===== src/rtl/sprite_copy_pkg.sv =====
package sprite_copy_pkg;

  // Classification of one CPU bus cycle by the access gate.
  typedef enum logic [1:0] {
    ACC_IDLE    = 2'd0,
    ACC_PASS    = 2'd1,
    ACC_DROP_WR = 2'd2,
    ACC_DROP_RD = 2'd3
  } acc_kind_e;

endpackage


===== src/rtl/sprite_copy_seq.sv =====
module sprite_copy_seq #(
  parameter int              ADDR_W     = 16,
  parameter int              DATA_W     = 8,
  parameter int              NBYTES     = 160,
  parameter int              PACE       = 4,
  parameter logic [ADDR_W-1:0] DEST_BASE  = 16'hFE00,
  parameter logic [ADDR_W-1:0] BASE_LIMIT = 16'hF100
) (
  input  logic              clk,
  input  logic              rst_n,
  input  logic              trig_i,
  input  logic [ADDR_W-1:0] trig_base_i,
  output logic              rd_en_o,
  output logic [ADDR_W-1:0] rd_addr_o,
  input  logic [DATA_W-1:0] rd_data_i,
  output logic              wr_en_o,
  output logic [ADDR_W-1:0] wr_addr_o,
  output logic [DATA_W-1:0] wr_data_o,
  output logic              busy_o,
  output logic              done_o
);

  localparam int CNT_W = $clog2(NBYTES + 1);
  localparam int PH_W  = (PACE > 2) ? $clog2(PACE) : 1;
  localparam logic [PH_W-1:0]  PH_RD   = '0;
  localparam logic [PH_W-1:0]  PH_WR   = PH_W'(1);
  localparam logic [PH_W-1:0]  PH_LAST = PH_W'(PACE - 1);
  localparam logic [CNT_W-1:0] CNT_FULL = CNT_W'(NBYTES);
  localparam logic [CNT_W-1:0] CNT_ONE  = CNT_W'(1);

  logic              busy_q, busy_d;
  logic              done_q, done_d;
  logic [PH_W-1:0]   ph_q, ph_d;
  logic [ADDR_W-1:0] src_q, src_d;
  logic [ADDR_W-1:0] dst_q, dst_d;
  logic [CNT_W-1:0]  cnt_q, cnt_d;
  logic              start;
  logic              step_en;

  assign start   = trig_i && (trig_base_i <= BASE_LIMIT);
  assign step_en = start || busy_q || done_q;

  always_comb begin
    busy_d = busy_q;
    done_d = 1'b0;
    ph_d   = ph_q;
    src_d  = src_q;
    dst_d  = dst_q;
    cnt_d  = cnt_q;
    if (start) begin
      busy_d = 1'b1;
      ph_d   = PH_RD;
      src_d  = trig_base_i;
      dst_d  = DEST_BASE;
      cnt_d  = CNT_FULL;
    end else if (busy_q) begin
      ph_d = (ph_q == PH_LAST) ? PH_RD : ph_q + PH_W'(1);
      if (ph_q == PH_WR) begin
        src_d = src_q + ADDR_W'(1);
        dst_d = dst_q + ADDR_W'(1);
        cnt_d = cnt_q - CNT_W'(1);
        if (cnt_q == CNT_ONE) begin
          busy_d = 1'b0;
          done_d = 1'b1;
        end
      end
    end
  end

  always_ff @(posedge clk or negedge rst_n) begin
    if (!rst_n) begin
      busy_q <= 1'b0;
      done_q <= 1'b0;
      ph_q   <= '0;
      src_q  <= '0;
      dst_q  <= '0;
      cnt_q  <= '0;
    end else if (step_en) begin
      busy_q <= busy_d;
      done_q <= done_d;
      ph_q   <= ph_d;
      src_q  <= src_d;
      dst_q  <= dst_d;
      cnt_q  <= cnt_d;
    end
  end

  assign rd_en_o   = busy_q && (ph_q == PH_RD);
  assign rd_addr_o = src_q;
  assign wr_en_o   = busy_q && (ph_q == PH_WR);
  assign wr_addr_o = dst_q;
  assign wr_data_o = rd_data_i;
  assign busy_o    = busy_q;
  assign done_o    = done_q;


  rd_then_wr_chk: assert property (@(posedge clk) disable iff (!rst_n)
    (rd_en_o && !start) |=> wr_en_o);


  slot_gap_chk: assert property (@(posedge clk) disable iff (!rst_n)
    (wr_en_o && !start) |=> (rd_en_o == (PACE == 2)));


  done_pulse_chk: assert property (@(posedge clk) disable iff (!rst_n)
    done_o |=> !done_o);


  done_idle_chk: assert property (@(posedge clk) disable iff (!rst_n)
    done_o |-> (!busy_o && !rd_en_o && !wr_en_o));


  reject_chk: assert property (@(posedge clk) disable iff (!rst_n)
    (trig_i && (trig_base_i > BASE_LIMIT) && !busy_o) |=> !busy_o);


  port_mutex_chk: assert property (@(posedge clk) disable iff (!rst_n)
    !(rd_en_o && wr_en_o));

endmodule


===== src/rtl/sprite_copy_gate.sv =====
module sprite_copy_gate
  import sprite_copy_pkg::*;
#(
  parameter int                ADDR_W  = 16,
  parameter int                DATA_W  = 8,
  parameter logic [ADDR_W-1:0] HRAM_LO = 16'hFF80,
  parameter logic [ADDR_W-1:0] HRAM_HI = 16'hFFFE
) (
  input  logic              clk,
  input  logic              rst_n,
  input  logic              busy_i,
  input  logic              cpu_req_i,
  input  logic              cpu_we_i,
  input  logic [ADDR_W-1:0] cpu_addr_i,
  input  logic [DATA_W-1:0] cpu_wdata_i,
  output logic [DATA_W-1:0] cpu_rdata_o,
  output logic              sys_req_o,
  output logic              sys_we_o,
  output logic [ADDR_W-1:0] sys_addr_o,
  output logic [DATA_W-1:0] sys_wdata_o,
  input  logic [DATA_W-1:0] sys_rdata_i
);

  localparam logic [DATA_W-1:0] FILL = '1;

  acc_kind_e kind;
  logic      in_hram;
  logic      blk_q, blk_d;

  assign in_hram = (cpu_addr_i >= HRAM_LO) && (cpu_addr_i <= HRAM_HI);

  always_comb begin
    if (!cpu_req_i)            kind = ACC_IDLE;
    else if (!busy_i || in_hram) kind = ACC_PASS;
    else if (cpu_we_i)         kind = ACC_DROP_WR;
    else                       kind = ACC_DROP_RD;
  end

  assign blk_d = (kind == ACC_DROP_RD);

  always_ff @(posedge clk or negedge rst_n) begin
    if (!rst_n) blk_q <= 1'b0;
    else        blk_q <= blk_d;
  end

  assign sys_req_o   = (kind == ACC_PASS);
  assign sys_we_o    = cpu_we_i;
  assign sys_addr_o  = cpu_addr_i;
  assign sys_wdata_o = cpu_wdata_i;
  assign cpu_rdata_o = blk_q ? FILL : sys_rdata_i;


  blocked_read_fill_chk: assert property (@(posedge clk) disable iff (!rst_n)
    (cpu_req_i && !cpu_we_i && busy_i && !in_hram) |=> (cpu_rdata_o == FILL));


  hram_pass_chk: assert property (@(posedge clk) disable iff (!rst_n)
    (cpu_req_i && in_hram) |-> sys_req_o);


  idle_pass_chk: assert property (@(posedge clk) disable iff (!rst_n)
    (cpu_req_i && !cpu_we_i && !busy_i) |=> (cpu_rdata_o == sys_rdata_i));

endmodule


===== src/rtl/sprite_copy_dma.sv =====
module sprite_copy_dma #(
  parameter int                ADDR_W     = 16,
  parameter int                DATA_W     = 8,
  parameter int                NBYTES     = 160,
  parameter int                PACE       = 4,
  parameter logic [ADDR_W-1:0] DEST_BASE  = 16'hFE00,
  parameter logic [ADDR_W-1:0] BASE_LIMIT = 16'hF100,
  parameter logic [ADDR_W-1:0] HRAM_LO    = 16'hFF80,
  parameter logic [ADDR_W-1:0] HRAM_HI    = 16'hFFFE
) (
  input  logic              clk,
  input  logic              rst_n,
  input  logic              trig_i,
  input  logic [ADDR_W-1:0] trig_base_i,
  output logic              rd_en_o,
  output logic [ADDR_W-1:0] rd_addr_o,
  input  logic [DATA_W-1:0] rd_data_i,
  output logic              wr_en_o,
  output logic [ADDR_W-1:0] wr_addr_o,
  output logic [DATA_W-1:0] wr_data_o,
  input  logic              cpu_req_i,
  input  logic              cpu_we_i,
  input  logic [ADDR_W-1:0] cpu_addr_i,
  input  logic [DATA_W-1:0] cpu_wdata_i,
  output logic [DATA_W-1:0] cpu_rdata_o,
  output logic              sys_req_o,
  output logic              sys_we_o,
  output logic [ADDR_W-1:0] sys_addr_o,
  output logic [DATA_W-1:0] sys_wdata_o,
  input  logic [DATA_W-1:0] sys_rdata_i,
  output logic              busy_o,
  output logic              done_o
);

  logic rst_meta_q, rst_sync_q;
  logic busy;

  always_ff @(posedge clk or negedge rst_n) begin
    if (!rst_n) begin
      rst_meta_q <= 1'b0;
      rst_sync_q <= 1'b0;
    end else begin
      rst_meta_q <= 1'b1;
      rst_sync_q <= rst_meta_q;
    end
  end

  sprite_copy_seq #(
    .ADDR_W(ADDR_W), .DATA_W(DATA_W), .NBYTES(NBYTES), .PACE(PACE),
    .DEST_BASE(DEST_BASE), .BASE_LIMIT(BASE_LIMIT)
  ) u_seq (
    .clk(clk), .rst_n(rst_sync_q),
    .trig_i(trig_i), .trig_base_i(trig_base_i),
    .rd_en_o(rd_en_o), .rd_addr_o(rd_addr_o), .rd_data_i(rd_data_i),
    .wr_en_o(wr_en_o), .wr_addr_o(wr_addr_o), .wr_data_o(wr_data_o),
    .busy_o(busy), .done_o(done_o)
  );

  sprite_copy_gate #(
    .ADDR_W(ADDR_W), .DATA_W(DATA_W), .HRAM_LO(HRAM_LO), .HRAM_HI(HRAM_HI)
  ) u_gate (
    .clk(clk), .rst_n(rst_sync_q), .busy_i(busy),
    .cpu_req_i(cpu_req_i), .cpu_we_i(cpu_we_i), .cpu_addr_i(cpu_addr_i),
    .cpu_wdata_i(cpu_wdata_i), .cpu_rdata_o(cpu_rdata_o),
    .sys_req_o(sys_req_o), .sys_we_o(sys_we_o), .sys_addr_o(sys_addr_o),
    .sys_wdata_o(sys_wdata_o), .sys_rdata_i(sys_rdata_i)
  );

  assign busy_o = busy;


  reset_idle_chk: assert property (@(posedge clk) disable iff (!rst_n)
    !rst_sync_q |=> (!busy_o && !done_o));

endmodule


===== config.mk =====
export PLATFORM = sky130hd
export DESIGN_NAME = sprite_copy_dma
export DESIGN_NICKNAME = d
export VERILOG_FILES = /design/src/rtl/sprite_copy_pkg.sv /design/src/rtl/sprite_copy_seq.sv /design/src/rtl/sprite_copy_gate.sv /design/src/rtl/sprite_copy_dma.sv
export SDC_FILE = /design/constraint.sdc
export NUM_CORES = 1
export LEC_CHECK = 0
export ABC_CLOCK_PERIOD_IN_PS = 1280
export BUFFER_PORTS_ARGS = -buffer_cell sky130_fd_sc_hd__buf_4
export CELL_PAD_IN_SITES_DETAIL_PLACEMENT = 0
export CELL_PAD_IN_SITES_GLOBAL_PLACEMENT = 1
export CORE_MARGIN = 4
export CORE_UTILIZATION = 30
export DETAILED_ROUTE_END_ITERATION = 7
export PLACE_DENSITY = 0.75
export SLEW_MARGIN = 20
export SYNTH_ARGS = -nofsm -noshare
export SYNTH_HDL_FRONTEND = slang
export SYNTH_SLANG_ARGS = --single-unit

===== constraint.sdc =====
create_clock -name clk -period 1.28 [get_ports clk]
set_input_delay 0.128 -clock clk [delete_from_list [all_inputs] [get_ports clk]]
set_output_delay 0.128 -clock clk [all_outputs]
set_load 0.01 [all_outputs]

==> summary.md <==
| Metric | Value |
|---|---|
| Area of the core region | `around 9200 µm²` |
| Diodes inserted | `0` |
| Fraction of layout cells with a size suffix above 1 | `58.5%` |
| Hold violation total from the final report | `0` |
| Horizontal extent of the die | `around 110 µm` |
| Share of flip-flops with an asynchronous set or reset after synthesis | `between 90% and 100%` |
| Maximum buffer depth of the clock tree | `2` |
| Remaining design rule violation count | `0` |
| Launching instance or port of the critical path | `u_seq.ph_q[1]` |
| Number of distinct standard cells referenced by the synthesized netlist | `44` |
| Seq cells post-synth | `47` |
| Overflow after GRT | `0` |
| Final routed wire length divided by cell count | `14.3 µm` |
| Max Clk Rate | `between 500 and 600 MHz` |
| Max Transition Viols Final | `0` |
| # placed instances | `560` |
| Hold path depth | `2` |
| Vias post-DR | `~2700` |
| Sequential share of power | `a little under two fifths` |
| Clk network pwr share | `between 10% and 20%` |
| Post-placement cell area | `slightly above 4000 µm²` |
| Register area share after synthesis | `around 41%` |
| Combinational share of power | `42.5%` |
| Cell Pwr Density | `989 nW/µm²` |
| CTS H-tree depth | `2` |
| Endpoint kind of the worst setup timing path | `flip-flop` |
| Cell taking the most area after synthesis | `dfrtp_1` |
| IR Drop Worst-Case VDD | `about 0.57 mV` |
| Number of enable flip-flop cells after synthesis | `0` |
| Library cell contributing the largest single delay on the critical path | `or4_1` |
| Length of the first detailed-routing pass in iterations | `4` |
| Detailed Route Iter0 Violations | `54` |
| Cell-by-cell listing of the critical path | `inv_2, ha_4, nand4_4, or4_1, or3_1, a31oi_1` |
| Count of standard-cell rows | `35` |
| Clock latency on the worst-skew pair | `about 0.3 ns` |
| Net Sw Power | `around 1.5 mW` |
| Arrival time at the worst endpoint | `1.92 ns` |
| Power consumption | `between 4 and 5 mW` |
| Clock tree from TritonCTS | `yes` |
| Area growth, synth to finish | `65.4%` |
| LEAKAGE | `about 2.2 nW` |
| Final net count | `around 530` |
| Post-layout minimum cycle time | `about 1.7 ns` |
| Routed WL | `approximately 8400 µm` |
| Clock Tree Root | `clkbuf_8` |
| Post-route clock skew | `approximately 0.0063 ns` |
| Startpoint of the lowest-slack hold path | `trig_base_i[6]` |
| Commonest cells after routing, fill and taps aside | `buf_4, dfrtp_1, nand2_1, buf_6, a21oi_1` |
| Switching power as a share of total power | `32.9%` |
| Die Y | `105 µm` |
| Non-filler cells, final | `~590` |
| Violations in the final reports | `negative setup slack` |
| Clock transition time at the flip-flop clock pins of the worst setup and hold paths | `approximately 0.09 ns` |
| Number of sinks on the clock net | `47` |
| FF-to-FF Start | `u_seq.ph_q[1]` |
| Max incr delay on CP | `roughly 0.42 ns` |
| Synthesized instance count | `297` |
| Synth Cell Area | `roughly 2900 µm²` |
| I/O pin count | `about 140` |
| Routability congestion estimate from global placement | `slightly below 0.8` |
| Number of buffers created by CTS | `5` |
| First-pass GRT wire length | `between 10000 and 15000 µm` |
| Initial antenna violation count | `0` |
| Final setup vio count | `just over 50` |
| Post-synth top area share | `about two fifths` |
| Final period util | `133%` |
| Synthesized net count | `roughly 370` |
| Worst path buffer plus inverter count | `1` |
| Number of warnings printed during yosys synthesis | `0` |
| Startpoint type of the worst setup path | `flip-flop` |
| Top post-synthesis cells by area | `dfrtp_1, buf_4, xnor2_1` |
| Terminating pin of the worst hold path | `u_seq.rd_addr_o[6]` |
| Average footprint of a synthesized cell | `slightly below 10 µm²` |
| Cell area after layout | `around 4700 µm²` |
| Cell-internal power | `between 3 and 4 mW` |
| Category of the most critical setup path | `reg2reg` |
| Commonest non-fill, non-tap cell in the layout | `buf_4` |
| Cell depth of the worst flop-to-flop path | `6` |
| Area enclosed by the die boundary | `around 11000 µm²` |
| RR Endpoint | `u_seq.rd_addr_o[15]` |
| Number of nets with antenna violations after routing | `0` |
| Initial core utilization | `between 30% and 40%` |
| Via/cell ratio | `between 4 and 5` |
| Most instantiated flip-flop cell in the synthesis netlist | `dfrtp_1` |
| Largest net degree at the start of global routing | `19` |
| Post-route core utilization | `between 50% and 60%` |
| CP Max Fanout | `3` |
| Category of cells accounting for the largest share of critical-path delay | `simple AND/OR/NAND/NOR gates` |
| Via count of the first global-routing pass | `2838` |
| IO Port Bufs | `around 110` |
| Worst setup slack after layout | `-0.419 ns` |
| Status | `finished, violations left` |
| Unrepaired setup endpoints after global routing | `yes` |
| Overall global routing resource usage | `~15%` |
| Required time of the critical path | `about 1.5 ns` |
| R2R setup slack | `-0.42 ns` |
| Placed wire-length estimate | `6320 µm` |
| Hold/Removal Path Class | `in2reg` |
| Number of maximum-capacitance constraint violations | `0` |
## synth_stat cells (all sizes together), types with 3 or more instances
cell type / instances
a21oi: 20
a31oi: 3
and2: 4
and3: 3
and4: 6
buf: 36
clkbuf: 7
dfrtp: 47
ha: 7
inv: 7
mux2: 5
mux2i: 3
nand2: 26
nand3: 12
nand4: 15
nor2: 19
nor3: 4
nor4: 7
nor4b: 3
o21ai: 5
o31ai: 3
or2: 9
or3: 5
or4: 5
xnor2: 20
xor2: 9
## sequential cells by signal, summed over array words and instances, names as in the netlist
register,cells
u_seq.rd_addr_o,16
u_seq.wr_addr_o,16
u_seq.cnt_q,8
u_seq.ph_q,2
rst_meta_q,1
rst_sync_q,1
u_gate.blk_q,1
u_seq.busy_o,1
u_seq.done_o,1
## worst max-delay path by stage
| stage | endpoint | slack, ns | cells past startpoint |
|---|---|---|---|
| finish | u_seq.rd_addr_o[15] | -0.42 | 6 |
| global route | u_seq.rd_addr_o[15] | -0.50 | 6 |
| CTS | u_seq.rd_addr_o[15] | -0.41 | 6 |
| detailed placement | u_seq.rd_addr_o[15] | -0.40 | 6 |
| global placement | u_seq.rd_addr_o[15] | -0.39 | 6 |
| floorplan | u_seq.rd_addr_o[15] | -0.40 | 6 |
## timing repair
action,4_1_cts,5_1_grt
setup buffers,13,9
hold buffers,2,0
gates resized for setup,68,15
endpoints found under the hold margin,3,0
pin swaps,50,27
setup endpoints to repair,53,53
## metal layers
metal	wire length, µm	share of wire [%]	GRT usage (%)	vias up
li1	-	-	-	1325
met1	3540	42	18.5	1322
met2	4330	52	26.5	60
met3	400	4.8	3.25	19
met4	107	1.3	3.52	0
met5	0	0	0	-
## through the flow
stage | worst slack (ns) | hold slack, ns | setup TNS, ns
detailed placement | -0.404 | -0.0863 | -10.18
global placement | -0.386 | -0.0892 | -9.75
floorplan | -0.402 | -0.168 | -6.08
global route | -0.497 | 0.0571 | -14.54
finish | -0.419 | 0.0611 | -10.31
CTS | -0.414 | 0.0570 | -10.06
## logic make-up (layout without fill, tap and decap cells)
family | count (synthesis) | after routing | share of synthesized area, %
DFF | 47 | 47 | 41.2
and+or+nand+nor | 119 | 119 | 23.9
other | 1 | 1 | 0.132
xor gates and xnor gates | 29 | 29 | 8.91
adders and majority gates | 7 | 7 | 3.07
muxes | 8 | 8 | 3.03
buffers and inverters | 51 | 212 | 12.8
AOI/OAI and AO/OA | 35 | 35 | 6.93
## power by group through the flow
stage,registers [mW],logic [mW],clock network [mW]
after floorplan,1.89,0.679,0
after detailed placement,1.80,1.52,0
after global placement,1.80,1.49,0
after CTS,1.78,1.90,0.934
after global routing,1.81,2.14,0.981
final,1.78,1.98,0.899
## area by class of cell
| class | instances | area, µm² |
|---|---|---|
| sequential | 47 | 1180 |
| timing repair buffer | 197 | 1610 |
| inverter | 7 | 31.3 |
| clock inverter | 2 | 12.5 |
| clock buffer | 6 | 72.6 |
| multi-input combinational | 199 | 1650 |
| tap | 129 | 161 |
| fill | 820 | 4520 |
(Power assumes the default switching activity.)
